===== config.mk =====
export PLATFORM = sky130hd
export DESIGN_NAME = nib_burst_seq
export DESIGN_NICKNAME = d
export VERILOG_FILES = /design/src/rtl/nib_pkg.sv /design/src/rtl/nib_strobe_sync.sv /design/src/rtl/nib_index_ctr.sv /design/src/rtl/nib_mode_latch.sv /design/src/rtl/nib_burst_seq.sv
export SDC_FILE = /design/constraint.sdc
export NUM_CORES = 1
export LEC_CHECK = 0
export CAP_MARGIN = 20
export CORE_AREA = 5 5 42 44
export CTS_BUF_LIST = sky130_fd_sc_hd__clkbuf_16
export CTS_CLUSTER_SIZE = 24
export DETAILED_ROUTE_END_ITERATION = 16
export DIE_AREA = 0 0 47 49
export PLACE_DENSITY = 0.86
export SLEW_MARGIN = 5
export SYNTH_ARGS = -nofsm -noshare
export SYNTH_HDL_FRONTEND = slang
export SYNTH_SLANG_ARGS = --single-unit

===== constraint.sdc =====
create_clock -name clk -period 3.46 [get_ports clk]
set_input_delay 0.692 -clock clk [delete_from_list [all_inputs] [get_ports clk]]
set_output_delay 0.692 -clock clk [all_outputs]
set_load 0.02 [all_outputs]

===== src/rtl/nib_pkg.sv =====
package nib_pkg;
    localparam int NIB_W   = 2;
    localparam int STRB_N  = 3;
    localparam int S_RAS   = 0;
    localparam int S_CAS   = 1;
    localparam int S_WE    = 2;

    typedef enum logic [2:0] {
        ST_IDLE      = 3'd0,
        ST_ROW_OPEN  = 3'd1,
        ST_FIRST_ACC = 3'd2,
        ST_NIB_PRE   = 3'd3,
        ST_NIB_ACC   = 3'd4
    } nib_state_e;
endpackage


===== src/rtl/nib_strobe_sync.sv =====
module nib_strobe_sync #(
    parameter int N = 3
) (
    input  logic         clk,
    input  logic         rst_n,
    input  logic [N-1:0] raw_n,
    output logic [N-1:0] lvl_n,
    output logic [N-1:0] fall,
    output logic [N-1:0] rise
);
    logic [N-1:0] prev_n;

    for (genvar i = 0; i < N; i++) begin : g_lane
        always_ff @(posedge clk or negedge rst_n) begin
            if (!rst_n) begin
                lvl_n[i]  <= 1'b1;
                prev_n[i] <= 1'b1;
            end else begin
                lvl_n[i]  <= raw_n[i];
                prev_n[i] <= lvl_n[i];
            end
        end
        assign fall[i] = prev_n[i] & ~lvl_n[i];
        assign rise[i] = ~prev_n[i] & lvl_n[i];
    end
endmodule


===== src/rtl/nib_index_ctr.sv =====
module nib_index_ctr #(
    parameter int W = 2
) (
    input  logic         clk,
    input  logic         rst_n,
    input  logic         load,
    input  logic [W-1:0] load_val,
    input  logic         step,
    output logic [W-1:0] idx
);
    localparam logic [W-1:0] ONE = W'(1);

    always_ff @(posedge clk or negedge rst_n) begin
        if (!rst_n)
            idx <= '0;
        else if (load)
            idx <= load_val;
        else if (step)
            idx <= idx + ONE;
    end
endmodule


===== src/rtl/nib_mode_latch.sv =====
module nib_mode_latch (
    input  logic clk,
    input  logic rst_n,
    input  logic capture,
    input  logic drive_val,
    input  logic clear,
    output logic mode
);
    always_ff @(posedge clk or negedge rst_n) begin
        if (!rst_n)
            mode <= 1'b0;
        else if (clear)
            mode <= 1'b0;
        else if (capture)
            mode <= drive_val;
    end
endmodule


===== src/rtl/nib_burst_seq.sv =====
module nib_burst_seq
    import nib_pkg::*;
(
    input  logic             clk,
    input  logic             rst_n,
    input  logic             ras_n,
    input  logic             cas_n,
    input  logic             we_n,
    input  logic             row_nib_bit,
    input  logic             col_nib_bit,
    output logic [NIB_W-1:0] nib_idx,
    output logic             wr_stb,
    output logic             out_drive,
    output logic             burst_mode
);
    logic [STRB_N-1:0] raw_n, lvl_n, fall, rise;
    logic ras_fall, ras_rise, cas_fall, cas_rise, we_lvl_n;
    nib_state_e st, st_nx;
    logic row_lat;
    logic ld_idx, step_idx, cap_mode, clr_mode, in_acc;

    assign raw_n[S_RAS] = ras_n;
    assign raw_n[S_CAS] = cas_n;
    assign raw_n[S_WE]  = we_n;

    nib_strobe_sync #(.N(STRB_N)) u_sync (
        .clk   (clk),
        .rst_n (rst_n),
        .raw_n (raw_n),
        .lvl_n (lvl_n),
        .fall  (fall),
        .rise  (rise)
    );

    assign ras_fall = fall[S_RAS];
    assign ras_rise = rise[S_RAS];
    assign cas_fall = fall[S_CAS];
    assign cas_rise = rise[S_CAS];
    assign we_lvl_n = lvl_n[S_WE];

    // state register
    always_ff @(posedge clk or negedge rst_n) begin
        if (!rst_n)
            st <= ST_IDLE;
        else
            st <= st_nx;
    end

    // row selector captured at row open
    always_ff @(posedge clk or negedge rst_n) begin
        if (!rst_n)
            row_lat <= 1'b0;
        else if (st == ST_IDLE && ras_fall)
            row_lat <= row_nib_bit;
    end

    // next state
    always_comb begin
        st_nx = st;
        unique case (st)
            ST_IDLE:      if (ras_fall) st_nx = ST_ROW_OPEN;
            ST_ROW_OPEN:  if (ras_rise) st_nx = ST_IDLE;
                          else if (cas_fall) st_nx = ST_FIRST_ACC;
            ST_FIRST_ACC: if (ras_rise) st_nx = ST_IDLE;
                          else if (cas_rise) st_nx = ST_NIB_PRE;
            ST_NIB_PRE:   if (ras_rise) st_nx = ST_IDLE;
                          else if (cas_fall) st_nx = ST_NIB_ACC;
            ST_NIB_ACC:   if (ras_rise) st_nx = ST_IDLE;
                          else if (cas_rise) st_nx = ST_NIB_PRE;
            default:      st_nx = ST_IDLE;
        endcase
    end

    // transition controls
    always_comb begin
        ld_idx   = 1'b0;
        step_idx = 1'b0;
        cap_mode = 1'b0;
        clr_mode = 1'b0;
        unique case (st)
            ST_IDLE:      clr_mode = 1'b1;
            ST_ROW_OPEN:  begin
                              clr_mode = ras_rise;
                              ld_idx   = !ras_rise && cas_fall;
                              cap_mode = !ras_rise && cas_fall;
                          end
            ST_FIRST_ACC: clr_mode = ras_rise;
            ST_NIB_PRE:   begin
                              clr_mode = ras_rise;
                              step_idx = !ras_rise && cas_fall;
                          end
            ST_NIB_ACC:   clr_mode = ras_rise;
            default:      clr_mode = 1'b1;
        endcase
    end

    nib_index_ctr #(.W(NIB_W)) u_ctr (
        .clk      (clk),
        .rst_n    (rst_n),
        .load     (ld_idx),
        .load_val ({row_lat, col_nib_bit}),
        .step     (step_idx),
        .idx      (nib_idx)
    );

    nib_mode_latch u_mode (
        .clk       (clk),
        .rst_n     (rst_n),
        .capture   (cap_mode),
        .drive_val (we_lvl_n),
        .clear     (clr_mode),
        .mode      (burst_mode)
    );

    // outputs
    always_comb begin
        in_acc = 1'b0;
        unique case (st)
            ST_FIRST_ACC, ST_NIB_ACC: in_acc = 1'b1;
            default:                  in_acc = 1'b0;
        endcase
        out_drive = in_acc && burst_mode;
        wr_stb    = in_acc && !we_lvl_n;
    end
endmodule


==> results summary <==
The area of placed instances is 751 um^2. The final count of pins violating max slew came out at 0. The number of buffers on the longest clock path came out at 2. The filler cell count in the final layout is between 100 and 150. The area of combinational cells with multiple inputs is 310 um^2. The highest attainable clock frequency came out at 0.402 GHz. The worst setup path is launched from a register. The total power density per cell area came out at 750 nW/um^2. The violation count after the first detailed-route iteration is 4. The delay of the slowest cell on the worst path came out at 630 ps.

The final RePlAce weighted congestion is 0.732. The post-cts repair resize count came out at 0. The run finished with clean final reports. The clock sink total is 12. The origin of the critical flop-to-flop path is st[1]$_DFFE_PN0P_. The number of H-tree levels came out at 1. The antenna violation net count after detailed routing came out at 0.

The buffering stage count on the worst path with inverters included is 1. The count of cell types in the netlist is 34. The setup slack of the worst register-to-register path came out at between 1500 and 2000 ps. The overflow left after global routing came out at 0. The fraction of registers with async set/reset came out at 100%.

Post-CTS timing repair inserted 0 buffers for setup. The via total after detailed routing came out at 468. The leading register cell type out of synthesis is sky130_fd_sc_hd__dfrtp_1. The worst min-delay path endpoint is u_sync.prev_n[0]$_DFF_PN1_. The vertical die dimension is around 49 um. In this run the count of I/O pins placed on the die edge is 12. The initial utilization of the core area, before any placement, comes to 45.8%.

The pin count of the biggest net entering global routing is 16. The transition time at the pin with the least slew margin came out at 527 ps. The floorplan core area came out at 1400 um^2. The kind of critical path is register to output port. The worst reg2reg path depth came out at 3.

The final routed wirelength across all metal layers came out at 1120 um. The worst hold path passes through 0 cells. Averaged over all synthesized cells, the footprint is 11.1 um^2. The total setup violations reported at the end of the flow came out at 0. The number of nets at the end of the flow is 78. The post-route fraction of the period consumed by the critical path came out at 72.0%.

The max-slew headroom at the worst pin came out at about two thirds. The area of the die came out at 2300 um^2. The hold violation total from the final report was 0. The CTS tree is yes. The later pin in the worst-skew pair is clocked with a latency of ~240 ps.

The number of synthesis warnings came out at 0. The global-route total usage across every layer is 12.0%. The cell count after placement is 82. Setup repair after global routing left no endpoint under its margin. The net count after synthesis came out at 65. The standard-cell row count is 14. The post-route cell area is a little over 800 um^2.

After detailed routing, the average wire length per cell comes to 13.1 um. The peak ir drop on the vdd network came out at about 0.50 mV. The worst path in the final design needs a cycle of 2490 ps, including I/O delays and setup.

The worst register-to-register path ends at row_lat$_DFFE_PN0P_. The number of enable-type register cells in the synthesized netlist is 0. The count of buffers added on input and output ports is 11.

STA classifies the critical path endpoint as an output port. The number of iterations in the first detailed-routing pass is 4. The setup TNS came out at 0 ps. The tree is rooted in a sky130_fd_sc_hd__clkbuf_16. The number of antenna violations at the first check in global routing came out at 0. The cell area after synthesis is 642 um^2.

The overall die width came out at between 40 and 50 um. The worst endpoint data arrival time came out at 1800 ps. The leakage power summed over all cells came out at 0.336 nW. The routed via count divided by cell count is 5.44. The path class of the tightest hold or removal check is register to register. For this run, the register share of the synthesized area comes to 47.8%.

The startpoint identified for the worst hold timing path is u_sync.lvl_n[0]$_DFF_PN1_. The number of antenna diodes in the final layout is 0. Synthesis produced a netlist whose cell count is 58. The number of cells in the finished layout apart from fillers came out at 86.

The sequential cell area came out at roughly 310 um^2. The top cell family by delay on the critical path is buffers and inverters. The number of buffers inserted for hold repair after clock tree synthesis is 0. The peak fanout along the critical path is 15. The clock-pin slew of the registers on the worst-case setup and hold paths came out at 40 ps. Clock tree synthesis inserted a total of 3 buffers. The proportion of layout cells with a drive suffix above 1 is roughly 16%.

The synthesis-to-finish area growth is 29.2%. Max-cap violations in this run came to 0. The post-route DRC violation count is 0. Among all stages on the critical path, the largest delay is contributed by sky130_fd_sc_hd__clkdlybuf4s50_1. Summed over all nets, the half-perimeter wirelength after detailed placement is between 800 and 900 um. The critical path required time is between 2000 and 3000 ps. The final worst clock skew is roughly 2.8 ps.

The number of global-route vias before repair came out at about 450. The number of flip-flops and latches in the synthesized netlist came out at 12. The first global-routing pass estimated 1990 um of wire.

The critical path goes through xnor2_1, nor3b_1, clkdlybuf4s50_1.
-- placed cells by master, fill, tap and decap left out, drive strengths merged, types with 3 or more instances in the layout --
master and n:
dfrtp 7, nor2b 5, clkbuf 3, a21oi 3, clkdlybuf4s50 11, dfstp 5
-- synthesized netlist by cell type, drive strengths merged, types with 2 or more instances --
cell	count	share of area, %
dfrtp	7	27
dfstp	5	20
nor2b	5	4.9
a21oi	3	2.3
buf	3	3.3
mux2	2	3.5
nand2	2	1.2
nand2b	2	1.9
nand3	2	1.6
nand3b	2	4.3
nand4b	2	2.7
nor2	2	1.2
nor3b	2	2.3
o21ai	2	1.6
-- final cells by class --
| class | count | area share (%) |
|---|---|---|
| inverters | 1 | 0.452 |
| clock inverters | 1 | 0.452 |
| repair buffers | 11 | 13.3 |
| flip-flops and latches | 12 | 37.0 |
| well taps | 16 | 2.41 |
| multi-input cells | 42 | 37.4 |
| clock buffers | 3 | 9.05 |
-- kinds of logic (layout without fill, tap and decap cells) --
logic type,count (synthesis),in the layout,share of synthesized area (%)
flip-flops,12,12,47.8
AO/OA/AOI/OAI,13,13,13.6
AND/OR/NAND/NOR,25,25,28.3
XOR/XNOR,1,1,1.36
multiplexers,3,3,5.07
buffers and inverters,4,16,3.90
-- per-layer routing --
layer / up-vias / wire length, um / global-route usage, % / share of wire (%)
li1: 239 / - / - / -
met1: 217 / 502 / 14.6 / 45
met2: 7 / 540 / 17.4 / 48
met3: 5 / 45 / 4.43 / 4.0
met4: 0 / 34 / 6.91 / 3.0
met5: - / 0 / 0 / 0
-- worst max-delay path by stage --
| stage | startpoint | to | slack [ps] | depth (start not counted) |
|---|---|---|---|---|
| 3_3_place_gp | st[1]$_DFFE_PN0P_ | out_drive | 1260 | 3 |
| 2_1_floorplan | st[1]$_DFFE_PN0P_ | out_drive | 1540 | 3 |
| 4_1_cts | st[1]$_DFFE_PN0P_ | out_drive | 930 | 3 |
| 6_report | st[1]$_DFFE_PN0P_ | out_drive | 970 | 3 |
| 3_5_place_dp | st[1]$_DFFE_PN0P_ | out_drive | 1210 | 3 |
| 5_1_grt | st[1]$_DFFE_PN0P_ | out_drive | 820 | 3 |
-- worst register-to-register path, delay by kind of cell, from the launching register on --
kind	cells	cell delay, ps
and+or+nand+nor	2	640
DFF	1	510
muxes	1	330
-- power by group --
| part | internal, mW | switching (mW) |
|---|---|---|
| Clock | 0.152 | 0.0579 |
| Sequential | 0.177 | 0.0560 |
| Combinational | 0.107 | 0.0733 |
| Total | 0.435 | 0.187 |
-- sequential cells by signal, indices dropped and copies added (netlist names) --
signal and count:
st 3, u_sync.prev_n 2, u_mode.mode 1, row_lat 1
u_ctr.idx 2, u_sync.lvl_n 3
-- per-stage QoR --
step           total power [mW]  hold slack [ps]  utilization [%]  worst slack (ps)
3_3_place_gp              0.410              371             53.6              1260
6_report                  0.622              379             59.2               970
3_5_place_dp              0.417              375             53.6              1210
4_1_cts                   0.632              381             59.2               935
2_1_floorplan             0.368              365                -              1540
5_1_grt                   0.664              390             59.2               818
Power figures use the tool's default switching activity.
